`src/rtl/tlb_pkg.sv`:
```
package tlb_pkg;

  typedef enum logic [1:0] {
    ACC_LOAD  = 2'd0,
    ACC_STORE = 2'd1,
    ACC_FETCH = 2'd2
  } acc_kind_e;

  typedef enum logic [1:0] {
    ST_IDLE  = 2'd0,
    ST_FILL  = 2'd1,
    ST_RETRY = 2'd2
  } xlt_state_e;

  localparam int RING_CNT = 4;

  localparam logic [5:0] CAUSE_NONE    = 6'd0;
  localparam logic [5:0] CAUSE_I_MISS  = 6'd16;
  localparam logic [5:0] CAUSE_I_MULTI = 6'd17;
  localparam logic [5:0] CAUSE_I_PRIV  = 6'd18;
  localparam logic [5:0] CAUSE_I_PROH  = 6'd20;
  localparam logic [5:0] CAUSE_D_MISS  = 6'd24;
  localparam logic [5:0] CAUSE_D_MULTI = 6'd25;
  localparam logic [5:0] CAUSE_D_PRIV  = 6'd26;
  localparam logic [5:0] CAUSE_LD_PROH = 6'd28;
  localparam logic [5:0] CAUSE_ST_PROH = 6'd29;

endpackage

```
`src/rtl/tlb_entry_store.sv`:
```
module tlb_entry_store #(
  parameter int WAYS   = 4,
  parameter int SETS   = 8,
  parameter int TAG_W  = 20,
  parameter int PPN_W  = 20,
  parameter int ASID_W = 8,
  parameter int ATTR_W = 4,
  localparam int IDX_W = $clog2(SETS),
  localparam int WAY_W = $clog2(WAYS)
) (
  input  logic                          clk,
  input  logic                          rst_n,
  input  logic [IDX_W-1:0]              rd_idx,
  input  logic                          wr_en,
  input  logic [WAY_W-1:0]              wr_way,
  input  logic [IDX_W-1:0]              wr_idx,
  input  logic [TAG_W-1:0]              wr_tag,
  input  logic [PPN_W-1:0]              wr_ppn,
  input  logic [ASID_W-1:0]             wr_asid,
  input  logic [ATTR_W-1:0]             wr_attr,
  output logic [WAYS-1:0][TAG_W-1:0]    way_tag,
  output logic [WAYS-1:0][PPN_W-1:0]    way_ppn,
  output logic [WAYS-1:0][ASID_W-1:0]   way_asid,
  output logic [WAYS-1:0][ATTR_W-1:0]   way_attr
);

  for (genvar w = 0; w < WAYS; w++) begin : g_way
    logic [TAG_W-1:0]  tag_q  [SETS];
    logic [PPN_W-1:0]  ppn_q  [SETS];
    logic [ASID_W-1:0] asid_q [SETS];
    logic [ATTR_W-1:0] attr_q [SETS];

    for (genvar s = 0; s < SETS; s++) begin : g_set
      logic sel_en;
      assign sel_en = wr_en && (wr_way == WAY_W'(w)) && (wr_idx == IDX_W'(s));

      always_ff @(posedge clk or negedge rst_n) begin
        if (!rst_n) begin
          tag_q[s]  <= '0;
          ppn_q[s]  <= '0;
          asid_q[s] <= '0;
          attr_q[s] <= '0;
        end else if (sel_en) begin
          tag_q[s]  <= wr_tag;
          ppn_q[s]  <= wr_ppn;
          asid_q[s] <= wr_asid;
          attr_q[s] <= wr_attr;
        end
      end
    end

    assign way_tag[w]  = tag_q[rd_idx];
    assign way_ppn[w]  = ppn_q[rd_idx];
    assign way_asid[w] = asid_q[rd_idx];
    assign way_attr[w] = attr_q[rd_idx];
  end

endmodule

```
`src/rtl/tlb_hit_resolve.sv`:
```
module tlb_hit_resolve #(
  parameter int WAYS   = 4,
  parameter int TAG_W  = 20,
  parameter int PPN_W  = 20,
  parameter int ASID_W = 8,
  parameter int ATTR_W = 4,
  localparam int CNT_W = $clog2(WAYS + 1)
) (
  input  logic [TAG_W-1:0]              lk_tag,
  input  logic [WAYS-1:0][TAG_W-1:0]    way_tag,
  input  logic [WAYS-1:0][PPN_W-1:0]    way_ppn,
  input  logic [WAYS-1:0][ASID_W-1:0]   way_asid,
  input  logic [WAYS-1:0][ATTR_W-1:0]   way_attr,
  input  logic [4*ASID_W-1:0]           ring_map,
  output logic                          hit_any,
  output logic                          hit_multi,
  output logic [1:0]                    hit_ring,
  output logic [PPN_W-1:0]              hit_ppn,
  output logic [ATTR_W-1:0]             hit_attr
);

  logic [WAYS-1:0]      way_hit;
  logic [WAYS-1:0][1:0] way_ring;

  for (genvar w = 0; w < WAYS; w++) begin : g_cmp
    logic       map_ok;
    logic [1:0] map_ring;

    // lowest matching byte wins
    always_comb begin
      map_ok   = 1'b0;
      map_ring = 2'd0;
      for (int r = 3; r >= 0; r--) begin
        if (ring_map[r*ASID_W +: ASID_W] == way_asid[w]) begin
          map_ok   = 1'b1;
          map_ring = 2'(r);
        end
      end
    end

    assign way_hit[w]  = map_ok && (way_asid[w] != '0) && (way_tag[w] == lk_tag);
    assign way_ring[w] = map_ring;
  end

  logic [CNT_W-1:0] n_hits;

  always_comb begin
    n_hits   = '0;
    hit_ring = 2'd0;
    hit_ppn  = '0;
    hit_attr = '0;
    for (int w = 0; w < WAYS; w++) begin
      if (way_hit[w]) begin
        n_hits   = n_hits + CNT_W'(1);
        hit_ring = way_ring[w];
        hit_ppn  = way_ppn[w];
        hit_attr = way_attr[w];
      end
    end
  end

  assign hit_any   = (n_hits != '0);
  assign hit_multi = (n_hits > CNT_W'(1));

endmodule

```
`src/rtl/tlb_perm_decode.sv`:
```
module tlb_perm_decode #(
  parameter int ATTR_W = 4
) (
  input  logic [ATTR_W-1:0] attr,
  output logic              can_rd,
  output logic              can_wr,
  output logic              can_ex
);

  always_comb begin
    can_rd = 1'b0;
    can_wr = 1'b0;
    can_ex = 1'b0;
    if (attr < ATTR_W'(12)) begin
      can_rd = 1'b1;
      can_ex = attr[0];
      can_wr = attr[1];
    end else if (attr == ATTR_W'(13)) begin
      can_rd = 1'b1;
      can_wr = 1'b1;
    end
  end

endmodule

```
`src/rtl/tlb_lookup_unit.sv`:
```
module tlb_lookup_unit
  import tlb_pkg::*;
#(
  parameter int VA_W      = 32,
  parameter int PAGE_BITS = 12,
  parameter int WAYS      = 4,
  parameter int SETS      = 8,
  parameter int ASID_W    = 8,
  parameter int ATTR_W    = 4,
  parameter logic [4*ASID_W-1:0] RING_MAP_RST = 32'h0403_0201
) (
  input  logic                  clk,
  input  logic                  rst_n,
  input  logic                  req_valid,
  input  logic [VA_W-1:0]       req_vaddr,
  input  logic [1:0]            req_kind,
  input  logic [1:0]            req_ring,
  input  logic                  ring_asid_we,
  input  logic [4*ASID_W-1:0]   ring_asid_wdata,
  input  logic [VA_W-1:0]       pt_base,
  output logic                  pte_req,
  output logic [VA_W-1:0]       pte_addr,
  input  logic                  pte_ack,
  input  logic [VA_W-1:0]       pte_data,
  output logic                  busy,
  output logic                  resp_valid,
  output logic                  resp_fault,
  output logic [5:0]            resp_cause,
  output logic [VA_W-1:0]       resp_paddr
);

  localparam int TAG_W      = VA_W - PAGE_BITS;
  localparam int PPN_W      = VA_W - PAGE_BITS;
  localparam int IDX_W      = $clog2(SETS);
  localparam int WAY_W      = $clog2(WAYS);
  localparam int PTE_SHIFT  = PAGE_BITS - 2;
  localparam int REGION_LSB = 2 * PAGE_BITS - 2;

  // ---------------- state registers ----------------
  xlt_state_e          st_q, st_d;
  logic [VA_W-1:0]     q_vaddr;
  logic [1:0]          q_kind, q_ring;
  logic                q_load;
  logic                pte_req_q, pte_req_d;
  logic [VA_W-1:0]     pte_addr_q, pte_addr_d;
  logic [WAY_W-1:0]    way_ptr_q, way_ptr_d;
  logic [4*ASID_W-1:0] ring_map_q;
  logic                resp_set;
  logic                resp_valid_q;
  logic                resp_fault_q;
  logic [5:0]          resp_cause_q;
  logic [VA_W-1:0]     resp_paddr_q;

  // ---------------- lookup operand select ----------------
  logic            in_retry;
  logic [VA_W-1:0] lk_vaddr;
  logic [1:0]      lk_kind, lk_ring;

  assign in_retry = (st_q == ST_RETRY);
  assign lk_vaddr = in_retry ? q_vaddr : req_vaddr;
  assign lk_kind  = in_retry ? q_kind  : req_kind;
  assign lk_ring  = in_retry ? q_ring  : req_ring;

  logic [IDX_W-1:0] lk_idx;
  logic [TAG_W-1:0] lk_tag;
  assign lk_idx = lk_vaddr[PAGE_BITS +: IDX_W];
  assign lk_tag = lk_vaddr[VA_W-1:PAGE_BITS];

  // ---------------- entry storage ----------------
  logic                        wr_en;
  logic [WAY_W-1:0]            wr_way;
  logic [1:0]                  pte_ring;
  logic [ASID_W-1:0]           fill_asid;
  logic [WAYS-1:0][TAG_W-1:0]  way_tag;
  logic [WAYS-1:0][PPN_W-1:0]  way_ppn;
  logic [WAYS-1:0][ASID_W-1:0] way_asid;
  logic [WAYS-1:0][ATTR_W-1:0] way_attr;

  assign wr_way    = way_ptr_q + WAY_W'(1);
  assign pte_ring  = pte_data[5:4];
  assign fill_asid = ring_map_q[pte_ring*ASID_W +: ASID_W];

  tlb_entry_store #(
    .WAYS(WAYS), .SETS(SETS), .TAG_W(TAG_W), .PPN_W(PPN_W),
    .ASID_W(ASID_W), .ATTR_W(ATTR_W)
  ) u_store (
    .clk      (clk),
    .rst_n    (rst_n),
    .rd_idx   (lk_idx),
    .wr_en    (wr_en),
    .wr_way   (wr_way),
    .wr_idx   (q_vaddr[PAGE_BITS +: IDX_W]),
    .wr_tag   (q_vaddr[VA_W-1:PAGE_BITS]),
    .wr_ppn   (pte_data[VA_W-1:PAGE_BITS]),
    .wr_asid  (fill_asid),
    .wr_attr  (pte_data[ATTR_W-1:0]),
    .way_tag  (way_tag),
    .way_ppn  (way_ppn),
    .way_asid (way_asid),
    .way_attr (way_attr)
  );

  logic unused_pte_bits;
  assign unused_pte_bits = ^pte_data[PAGE_BITS-1:6];

  // ---------------- hit resolution and rights ----------------
  logic              hit_any, hit_multi;
  logic [1:0]        hit_ring;
  logic [PPN_W-1:0]  hit_ppn;
  logic [ATTR_W-1:0] hit_attr;

  tlb_hit_resolve #(
    .WAYS(WAYS), .TAG_W(TAG_W), .PPN_W(PPN_W), .ASID_W(ASID_W), .ATTR_W(ATTR_W)
  ) u_resolve (
    .lk_tag    (lk_tag),
    .way_tag   (way_tag),
    .way_ppn   (way_ppn),
    .way_asid  (way_asid),
    .way_attr  (way_attr),
    .ring_map  (ring_map_q),
    .hit_any   (hit_any),
    .hit_multi (hit_multi),
    .hit_ring  (hit_ring),
    .hit_ppn   (hit_ppn),
    .hit_attr  (hit_attr)
  );

  logic can_rd, can_wr, can_ex;

  tlb_perm_decode #(.ATTR_W(ATTR_W)) u_perm (
    .attr   (hit_attr),
    .can_rd (can_rd),
    .can_wr (can_wr),
    .can_ex (can_ex)
  );

  // ---------------- fault classification ----------------
  logic       is_fetch, granted, lk_fault, fill_ok;
  logic [5:0] lk_cause;
  logic [VA_W-1:0] fill_addr;

  assign is_fetch = (lk_kind == ACC_FETCH);

  always_comb begin
    case (lk_kind)
      ACC_LOAD:  granted = can_rd;
      ACC_STORE: granted = can_wr;
      ACC_FETCH: granted = can_ex;
      default:   granted = 1'b0;
    endcase
  end

  always_comb begin
    lk_fault = 1'b1;
    lk_cause = CAUSE_NONE;
    if (hit_multi) begin
      lk_cause = is_fetch ? CAUSE_I_MULTI : CAUSE_D_MULTI;
    end else if (!hit_any) begin
      lk_cause = is_fetch ? CAUSE_I_MISS : CAUSE_D_MISS;
    end else if (hit_ring < lk_ring) begin
      lk_cause = is_fetch ? CAUSE_I_PRIV : CAUSE_D_PRIV;
    end else if (!granted) begin
      case (lk_kind)
        ACC_STORE: lk_cause = CAUSE_ST_PROH;
        ACC_FETCH: lk_cause = CAUSE_I_PROH;
        default:   lk_cause = CAUSE_LD_PROH;
      endcase
    end else begin
      lk_fault = 1'b0;
    end
  end

  assign fill_ok = !hit_any &&
                   ((lk_ring != 2'd0) ||
                    (lk_vaddr[VA_W-1:REGION_LSB] != pt_base[VA_W-1:REGION_LSB]));
  assign fill_addr = (pt_base | (lk_vaddr >> PTE_SHIFT)) & ~VA_W'(3);

  // ---------------- next state ----------------
  always_comb begin
    st_d       = st_q;
    q_load     = 1'b0;
    pte_req_d  = pte_req_q;
    pte_addr_d = pte_addr_q;
    way_ptr_d  = way_ptr_q;
    wr_en      = 1'b0;
    resp_set   = 1'b0;
    case (st_q)
      ST_IDLE: begin
        if (req_valid) begin
          if (fill_ok) begin
            st_d       = ST_FILL;
            q_load     = 1'b1;
            pte_req_d  = 1'b1;
            pte_addr_d = fill_addr;
          end else begin
            resp_set = 1'b1;
          end
        end
      end
      ST_FILL: begin
        if (pte_ack) begin
          wr_en     = 1'b1;
          way_ptr_d = wr_way;
          pte_req_d = 1'b0;
          st_d      = ST_RETRY;
        end
      end
      ST_RETRY: begin
        resp_set = 1'b1;
        st_d     = ST_IDLE;
      end
      default: st_d = ST_IDLE;
    endcase
  end

  // ---------------- registers ----------------
  always_ff @(posedge clk or negedge rst_n) begin
    if (!rst_n) begin
      st_q         <= ST_IDLE;
      q_vaddr      <= '0;
      q_kind       <= '0;
      q_ring       <= '0;
      pte_req_q    <= 1'b0;
      pte_addr_q   <= '0;
      way_ptr_q    <= '0;
      ring_map_q   <= RING_MAP_RST;
      resp_valid_q <= 1'b0;
      resp_fault_q <= 1'b0;
      resp_cause_q <= CAUSE_NONE;
      resp_paddr_q <= '0;
    end else begin
      st_q         <= st_d;
      pte_req_q    <= pte_req_d;
      pte_addr_q   <= pte_addr_d;
      way_ptr_q    <= way_ptr_d;
      resp_valid_q <= resp_set;
      if (q_load) begin
        q_vaddr <= req_vaddr;
        q_kind  <= req_kind;
        q_ring  <= req_ring;
      end
      if (ring_asid_we) begin
        ring_map_q <= ring_asid_wdata;
      end
      if (resp_set) begin
        resp_fault_q <= lk_fault;
        resp_cause_q <= lk_cause;
        resp_paddr_q <= lk_fault ? '0 : {hit_ppn, lk_vaddr[PAGE_BITS-1:0]};
      end
    end
  end

  assign pte_req    = pte_req_q;
  assign pte_addr   = pte_addr_q;
  assign busy       = (st_q != ST_IDLE);
  assign resp_valid = resp_valid_q;
  assign resp_fault = resp_fault_q;
  assign resp_cause = resp_cause_q;
  assign resp_paddr = resp_paddr_q;

  // ---------------- assertions ----------------
  AST_RESP_WHEN_IDLE: assert property (@(posedge clk) disable iff (!rst_n)
    resp_valid |-> !busy) else $error("response while busy");

  AST_PTE_HOLD: assert property (@(posedge clk) disable iff (!rst_n)
    (pte_req && !pte_ack) |=> (pte_req && $stable(pte_addr))) else $error("pte request dropped");

  AST_PTE_ALIGN: assert property (@(posedge clk) disable iff (!rst_n)
    pte_req |-> (pte_addr[1:0] == 2'b00)) else $error("pte address unaligned");

  AST_FILL_QUIET: assert property (@(posedge clk) disable iff (!rst_n)
    pte_req |-> !resp_valid) else $error("response during refill");

  AST_BUSY_DROP: assert property (@(posedge clk) disable iff (!rst_n)
    (busy && !pte_req) |=> !pte_req) else $error("request during retry started a refill");

endmodule

```
`config.mk`:
```
export PLATFORM = sky130hd
export DESIGN_NAME = tlb_lookup_unit
export DESIGN_NICKNAME = d
export VERILOG_FILES = /design/src/rtl/tlb_pkg.sv /design/src/rtl/tlb_entry_store.sv /design/src/rtl/tlb_hit_resolve.sv /design/src/rtl/tlb_perm_decode.sv /design/src/rtl/tlb_lookup_unit.sv
export SDC_FILE = /design/constraint.sdc
export NUM_CORES = 2
export LEC_CHECK = 0
export BUFFER_PORTS_ARGS = -buffer_cell sky130_fd_sc_hd__buf_2
export CELL_PAD_IN_SITES_DETAIL_PLACEMENT = 0
export CELL_PAD_IN_SITES_GLOBAL_PLACEMENT = 1
export CORE_ASPECT_RATIO = 0.5
export CORE_MARGIN = 3
export CORE_UTILIZATION = 54
export DETAILED_ROUTE_END_ITERATION = 8
export PLACE_DENSITY_LB_ADDON = 0.1
export SLEW_MARGIN = 20
export SYNTH_ARGS = -nofsm -noshare
export SYNTH_HDL_FRONTEND = slang
export SYNTH_SLANG_ARGS = --single-unit
```
`constraint.sdc`:
```
create_clock -name clk -period 10.7 [get_ports clk]
set_input_delay 2.14 -clock clk [delete_from_list [all_inputs] [get_ports clk]]
set_output_delay 2.14 -clock clk [all_outputs]
set_load 0.01 [all_outputs]
```
---- Word-level counts from Yosys, hierarchy flattened ----
Cells that the tools add are included.
cells by class
  add/subtract/negate cells ............... 4
  magnitude comparators ................... 4
  equal/unequal tests ..................... 39
  shift-type cells ........................ 1
  mux-type cells .......................... 133
  bitwise gates (word level) .............. 2
  reduce and logical (&&, ||, !) cells .... 63
operator list
  kind                                                  count
  binary-select mux 20 bit (select 3 bit)               8
  2-to-1 mux 20 bit                                     20
  equality test 8 bit                                   16
  binary-select mux 8 bit (select 3 bit)                4
  equality test 20 bit                                  4
  2-to-1 mux 32 bit                                     2
  2-to-1 mux 8 bit                                      8
  2-to-1 mux 4 bit                                      15
  2-to-1 mux 2 bit                                      25
  binary-select mux 4 bit (select 3 bit)                4
  logical AND 1 bit                                     45
  2-to-1 mux 1 bit                                      35
  OR 32 x 22 -> 32 bit                                  1
  nonzero test 8 bit                                    4
  variable part select 32 x 6 -> 8 bit                  1
  2-to-1 mux 5 bit                                      4
  equality test 3 bit (second input constant)           4
  inequality test 10 bit                                1
  2-to-1 mux 3 bit                                      3
  equality test 2 bit (second input constant)           4
  case mux 4 bit (2 select lines)                       1
  adder 3 x 1 -> 3 bit (second input constant)          2
  equality test 2 x 1 -> 1 bit (second input constant)  3
  equality test 3 x 2 -> 1 bit (second input constant)  2
  22 further kinds                                      30
word-level totals
  register bits after elaboration ......... 1807

---- Longest topological paths before layout ----
  word-level depth ........................ 26
  mapped depth ............................ 27
  mapped depth without buffers ............ 20

---- Modules after synthesis ----
From an unflattened synthesis, not the netlist that was laid out.
unflattened totals
  cells, all modules ...................... 5490
  area, all modules ....................... 84964.0 um^2
modules (own cells, without submodules)
  module           instances  cells an instance  area each (um^2)  sequential area each (um^2)
  tlb_entry_store  1          4439               74280.0           41639.9
  tlb_lookup_unit  1          531                6742.7            3534.6
  tlb_hit_resolve  1          515                3903.7            0.0
  tlb_perm_decode  1          5                  37.5              0.0

---- Least setup slack after synthesis ----
Ideal clock, no wire load.
  path type ............................... input to register
  start point ............................. in req_vaddr[12]
  end point ............................... reg pte_addr_q[26], in the netlist pte_addr[26]
  library setup time ...................... 128 ps
  data arrival time ....................... 6808 ps
  data required time ...................... 10572 ps
  setup slack ............................. 3764 ps
  cell stages on the path ................. 23
  cells stage by stage .................... buf_4 -> buf_6 -> buf_4 -> buf_4 -> buf_4 -> mux2i_1 -> nor2_1 -> nor3_1 -> nor3_2 -> xnor2_1 -> nor4_1 -> nand4_1 -> nor3_4 -> ha_1 -> xor2_2 -> ha_1 -> nor3_1 -> o21bai_1 -> o311a_1 -> or4_1 -> buf_4 -> buf_6 -> mux2_1
between the ends
  word-level cells in the longest chain between the ends .. 23
  elaborated cells between the ends (all ways) .. 85
  those cells by class .................... add/sub: 3; eq/ne: 20; mux: 45; bitwise: 1; reduce/logical: 16
RTL lines
  element                                               RTL line                                      text
  from (decl)                                           tlb_lookup_unit.sv:15                         input logic [VA_W-1:0] req_vaddr,
  2-to-1 mux 32 bit *                                   tlb_lookup_unit.sv:60                         assign lk_vaddr = in_retry ? q_vaddr : req_vaddr;
  inverter 3 -> 4 bit (not written as such)             tlb_entry_store.sv:52, tlb_entry_store.sv:54
  binary-select mux 8 bit (select 3 bit)                tlb_entry_store.sv:54                         assign way_asid[w] = asid_q[rd_idx];
  2-to-1 mux 8 bit (not written as such) (2 in series)  tlb_entry_store.sv:54
  equality test 8 bit                                   tlb_hit_resolve.sv:34                         if (ring_map[r*ASID_W +: ASID_W] == way_asid[w]) begin
  2-to-1 mux 1 bit (4 in series)                        tlb_hit_resolve.sv:34
  logical AND 1 bit (2 in series)                       tlb_hit_resolve.sv:41                         assign way_hit[w] = map_ok && (way_asid[w] != '0) && (way_tag[w] == lk_tag);
  2-to-1 mux 1 bit                                      tlb_hit_resolve.sv:53                         if (way_hit[w]) begin
  [... 2 more ...]                                      -
  adder 3 x 1 -> 3 bit                                  tlb_hit_resolve.sv:54                         n_hits = n_hits + CNT_W'(1);
  2-to-1 mux 3 bit                                      tlb_hit_resolve.sv:53
  adder 3 x 1 -> 3 bit                                  tlb_hit_resolve.sv:54
  2-to-1 mux 3 bit *                                    tlb_hit_resolve.sv:53
  nonzero test 3 bit *                                  tlb_hit_resolve.sv:62                         assign hit_any = (n_hits != '0);
  logical NOT 1 bit *                                   tlb_lookup_unit.sv:173                        assign fill_ok = !hit_any &&
  logical AND 1 bit *                                   tlb_lookup_unit.sv:173
  AND reduction 3 bit (no source line) *                -
  to (signal assigned)                                  tlb_lookup_unit.sv:234                        pte_addr_q <= pte_addr_d;
  to (decl)                                             tlb_lookup_unit.sv:45                         logic [VA_W-1:0] pte_addr_q, pte_addr_d;
Mark *: on every way between the ends. The rest lies on a longest branch, timed or not. The select of a mux whose other input is x is not followed.
A chain may end at the register's enable or synchronous reset.

---- Worst setup path in the final report ----
  start point ............................. in req_vaddr[14]
  end point ............................... reg q_vaddr[3]
between the ends
  word-level cells in the longest chain between the ends .. 25
  elaborated cells between the ends (all ways) .. 87
  those cells by class .................... add/sub: 3; eq/ne: 20; mux: 48; bitwise: 1; reduce/logical: 15
RTL lines
  element                                               RTL line                                      text
  2-to-1 mux 32 bit *                                   tlb_lookup_unit.sv:60
  inverter 3 -> 4 bit (not written as such)             tlb_entry_store.sv:52, tlb_entry_store.sv:54
  binary-select mux 8 bit (select 3 bit)                tlb_entry_store.sv:54
  2-to-1 mux 8 bit (not written as such) (2 in series)  tlb_entry_store.sv:54
  equality test 8 bit                                   tlb_hit_resolve.sv:34
  2-to-1 mux 1 bit (4 in series)                        tlb_hit_resolve.sv:34
  logical AND 1 bit (2 in series)                       tlb_hit_resolve.sv:41
  2-to-1 mux 1 bit                                      tlb_hit_resolve.sv:53
  [... 4 more ...]                                      -
  adder 3 x 1 -> 3 bit                                  tlb_hit_resolve.sv:54
  2-to-1 mux 3 bit *                                    tlb_hit_resolve.sv:53
  nonzero test 3 bit *                                  tlb_hit_resolve.sv:62
  logical NOT 1 bit *                                   tlb_lookup_unit.sv:173
  logical AND 1 bit *                                   tlb_lookup_unit.sv:173
  2-to-1 mux 1 bit *                                    tlb_lookup_unit.sv:190                        if (fill_ok) begin
  2-to-1 mux 1 bit *                                    tlb_lookup_unit.sv:189                        if (req_valid) begin
  2-to-1 mux 1 bit *                                    tlb_lookup_unit.sv:187                        case (st_q)
  to (signal assigned)                                  tlb_lookup_unit.sv:238                        q_vaddr <= req_vaddr;
  to (decl)                                             tlb_lookup_unit.sv:41                         logic [VA_W-1:0] q_vaddr;
Marked as above.

==> metrics.log <==
[metrics] Core Footprint: between 0.15 and 0.2 mm2
[metrics] starting utilization of the core area: 54.62%
[metrics] num rows: approximately 110
[metrics] most common cell after layout, fill and taps aside: nand2_1
[metrics] largest clock skew in the final design: 47.67 ps
[metrics] wire length of the first global-routing pass: 478.1 mm
[metrics] instance count of the mapped netlist: 9903
[metrics] total length of routed wires: 323.7 mm
[metrics] most frequent cells in the layout: nand2_1, dfrtp_1, mux2i_1
[metrics] first-pass detailed-route iteration total: 5
[metrics] count of buffers from port buffering: 199
[metrics] synthesized area divided by synthesized cell count: between 9 and 10 um2
[metrics] path depth of the worst reg2reg path: 19
[metrics] initial antenna violation count: 7
[metrics] number of warnings printed during yosys synthesis: 0
[metrics] number of buffers on the longest clock path: 4
[metrics] area of all sequential standard cells: between 0.04 and 0.05 mm2
[metrics] drt drc: 0
[metrics] Design Power: between 20 and 25 mW
[metrics] count of pins on the block boundary: 211
[metrics] slew of the pin with the lowest slew margin: 1214 ps
[metrics] Final period util: 82.64%
[metrics] worst rel slew slack: 18.22%
[metrics] footprint of the multi-input gates: 0.04435 mm2
[metrics] class of the most critical hold timing path: reg2reg
[metrics] Cells on Worst Hold Path: 1
[metrics] critical-path cell list: buf_2, inv_1, a31oi_4, buf_4, buf_4, o32ai_1, nor3_1, xnor2_1, nor4_2, nand4_2, a211oi_2, xor2_2, ha_1, nor3_1, o21bai_1, o311a_1, or4_4, buf_4, mux2_1
[metrics] maximum number of pins on one net before global-route repair: 183
[metrics] maximum level of the CTS H-tree: 4
[metrics] MaxCap Viol Count: 0
[metrics] ratio of total power to cell area: 244.7 mW/mm2
[metrics] CP max stage cell: a31oi_4
[metrics] unrepaired setup endpoints after global routing: false
[metrics] delay of the slowest cell on the worst path: just under 1000 ps
[metrics] post-layout min period: roughly 9000 ps
[metrics] HPWL after DPL: 185.6 mm
[metrics] Static Leakage: 49.26 nW
[metrics] number of placed cells counting well taps: 11730
[metrics] number of enable flip-flop cells after synthesis: 0
[metrics] Critical Path Start Type: primary input
[metrics] Hold Violations, Final: 0
[metrics] endpoints failing setup: 0
[metrics] average wire per standard cell: 26.90 um
[metrics] maximum fanout count along the critical path: 57
[metrics] register area share after synthesis: 48.34%
[metrics] die boundary height: approximately 300 um
[metrics] dominant register cell in the synthesized netlist: dfrtp_1
[metrics] post-CTS setup buffers: 0
[metrics] post-CTS clock slew at the launch and capture registers of the worst setup and hold paths: 70 ps
[metrics] routability-driven placement congestion ratio: slightly below 1
[metrics] data arrival time of the worst path: 9560 ps
[metrics] count of antenna-violating nets left after detailed routing: 0
[metrics] most used cell along the critical path: buf_4
[metrics] number of global-route vias before repair: 70680
[metrics] final net count: slightly below 10000
[metrics] Skew-Pair Late Insertion Delay: 850 ps
[metrics] share of post-route cells with drive strength above 1: 15.77%
[metrics] number of buffers inserted by hold repair at cts: 0
[metrics] global-route total usage across every layer: 35.71%
[metrics] total CTS buffers: 174
[metrics] final std cells w/o fill: 12040
[metrics] vias per inst: ~6.2
[metrics] grt ovf: 0
[metrics] Area Growth Syn to Fin: 8.120%
[metrics] die width: 594.3 um
[metrics] final sum of negative setup slack: 0 ps
[metrics] filler cell count in the final layout: 15100
[metrics] number of register bits inferred by synthesis: 1805
[metrics] required time of the worst setup path: 11420 ps
[metrics] share of synthesized registers carrying an async set or reset: 100.0%
[metrics] Setup crit end kind: register
[metrics] maximum clock rate: between 100 and 150 MHz
[metrics] # clock sinks: about 1800
[metrics] CTS tree: done
[metrics] post_cts resized: 0
[metrics] Post-Synthesis Cell Area: 0.09344 mm2
[metrics] number of vias after detailed routing: 74370
[metrics] Max rail drop VDD: 0.0001684 V
[metrics] run status: finished clean
[metrics] Yosys cell types: 101
[metrics] root buffer selected by CTS: clkbuf_16
[metrics] critical path start-end classification: in2reg
[metrics] Slew Limit Fails: 0
[metrics] area of the die: 0.1784 mm2
[metrics] violation count after the first detailed-route iteration: 8056
[path summary, 6_finish.rpt]
kind,start,end,slack (ps)
setup reg to reg,st_q[1],q_vaddr[3],2240
setup / recovery,req_vaddr[14],q_vaddr[3],1860
hold / removal,u_store.g_way[1].tag_q[40],u_store.g_way[1].tag_q[40],460
min in group asynchronous,rst_n,u_store.g_way[0].asid_q[60],1240
hold reg to reg,u_store.g_way[1].tag_q[40],u_store.g_way[1].tag_q[40],460
max in group asynchronous,rst_n,u_store.g_way[3].ppn_q[86],7200
[cell usage after synthesis, drive strengths merged (24+ instances only)]
cell type / count / area share [%]
dfrtp: 1800 / 48
mux2i: 795 / 8.6
and3: 96 / 0.64
buf: 316 / 2.2
o22ai: 32 / 0.21
nand2b: 74 / 0.50
o21ai: 479 / 2.7
nor4: 61 / 0.46
inv: 83 / 0.33
o211ai: 42 / 0.34
mux2: 722 / 8.8
o32ai: 114 / 1.3
nor3: 119 / 0.67
a31oi: 93 / 0.65
o32a: 72 / 0.77
and2: 61 / 0.41
a311oi: 104 / 0.97
clkbuf: 524 / 2.1
xnor2: 74 / 0.69
nand2: 3115 / 13
a211oi: 79 / 0.64
nand3: 310 / 1.7
nand4: 66 / 0.45
nor2: 436 / 1.8
nor2b: 24 / 0.16
a21oi: 53 / 0.30
[where the power goes]
part,internal (mW),leakage (nW),switching (mW)
clock network,3.56,2.79,2.79
registers,9.13,24.3,1.41
logic,3.19,22.2,4.65
total,15.9,49.3,8.85
[registers in the layout, summed over array words and instances (netlist names)]
register / count
pte_addr: 30
q_vaddr: 32
u_store.g_way.ppn_q: 640
st_q: 2
q_kind: 2
pte_req: 1
resp_paddr: 32
u_store.g_way.asid_q: 256
u_store.g_way.tag_q: 640
way_ptr_q: 2
u_store.g_way.attr_q: 128
q_ring: 2
ring_map_q: 32
resp_valid: 1
resp_cause: 5
[metal layers]
metal	GRT usage (%)	part of all wire, %	vias up
met5	0	0	-
met4	13.93	4.3	0
met3	5.984	7.7	646
met2	54.97	44	3007
met1	50.62	43	37530
li1	-	-	33190
[metrics by stage]
step | hold WS, ps | utilization, % | cell area [um2] | setup WS, ps
2_1_floorplan | 425.4 | - | 93450 | 3764
3_3_place_gp | 440.6 | 55.73 | 95350 | 842.4
3_5_place_dp | 444.7 | 55.74 | 95370 | 1221
4_1_cts | 463.0 | 59.04 | 101000 | 2099
5_1_grt | 479.0 | 59.05 | 101000 | 1724
6_report | 459.9 | 59.05 | 101000 | 1858
[worst max-delay path: cells and delay by family]
family | cells | cell delay [ps]
AND/OR/NAND/NOR | 5 | 2160
AO/OA/AOI/OAI | 5 | 1960
buffers and inverters | 5 | 1680
XOR/XNOR | 2 | 590
multiplexers | 1 | 490
adder cells (fa/ha/maj) | 1 | 320
[area by class of cell]
class	count	area share [%]
Antenna cell	4	0.009907
Sequential cell	1805	44.72
Clock inverter	44	0.4694
Multi-Input combinational cell	7177	43.90
Timing Repair Buffer	375	2.640
Tap cell	2289	2.835
Clock buffer	258	5.120
Inverter	83	0.3084
[cell families after synthesis]
family | Yosys count | synth area share (%)
compound gates | 1131 | 8.497
xor+xnor | 85 | 0.8047
fa+ha+maj | 8 | 0.1071
buf+inv | 923 | 4.688
flops | 1805 | 48.34
mux | 1535 | 17.85
other cells | 1 | 0.004013
simple gates | 4415 | 19.71
(Power assumes the default switching activity.)
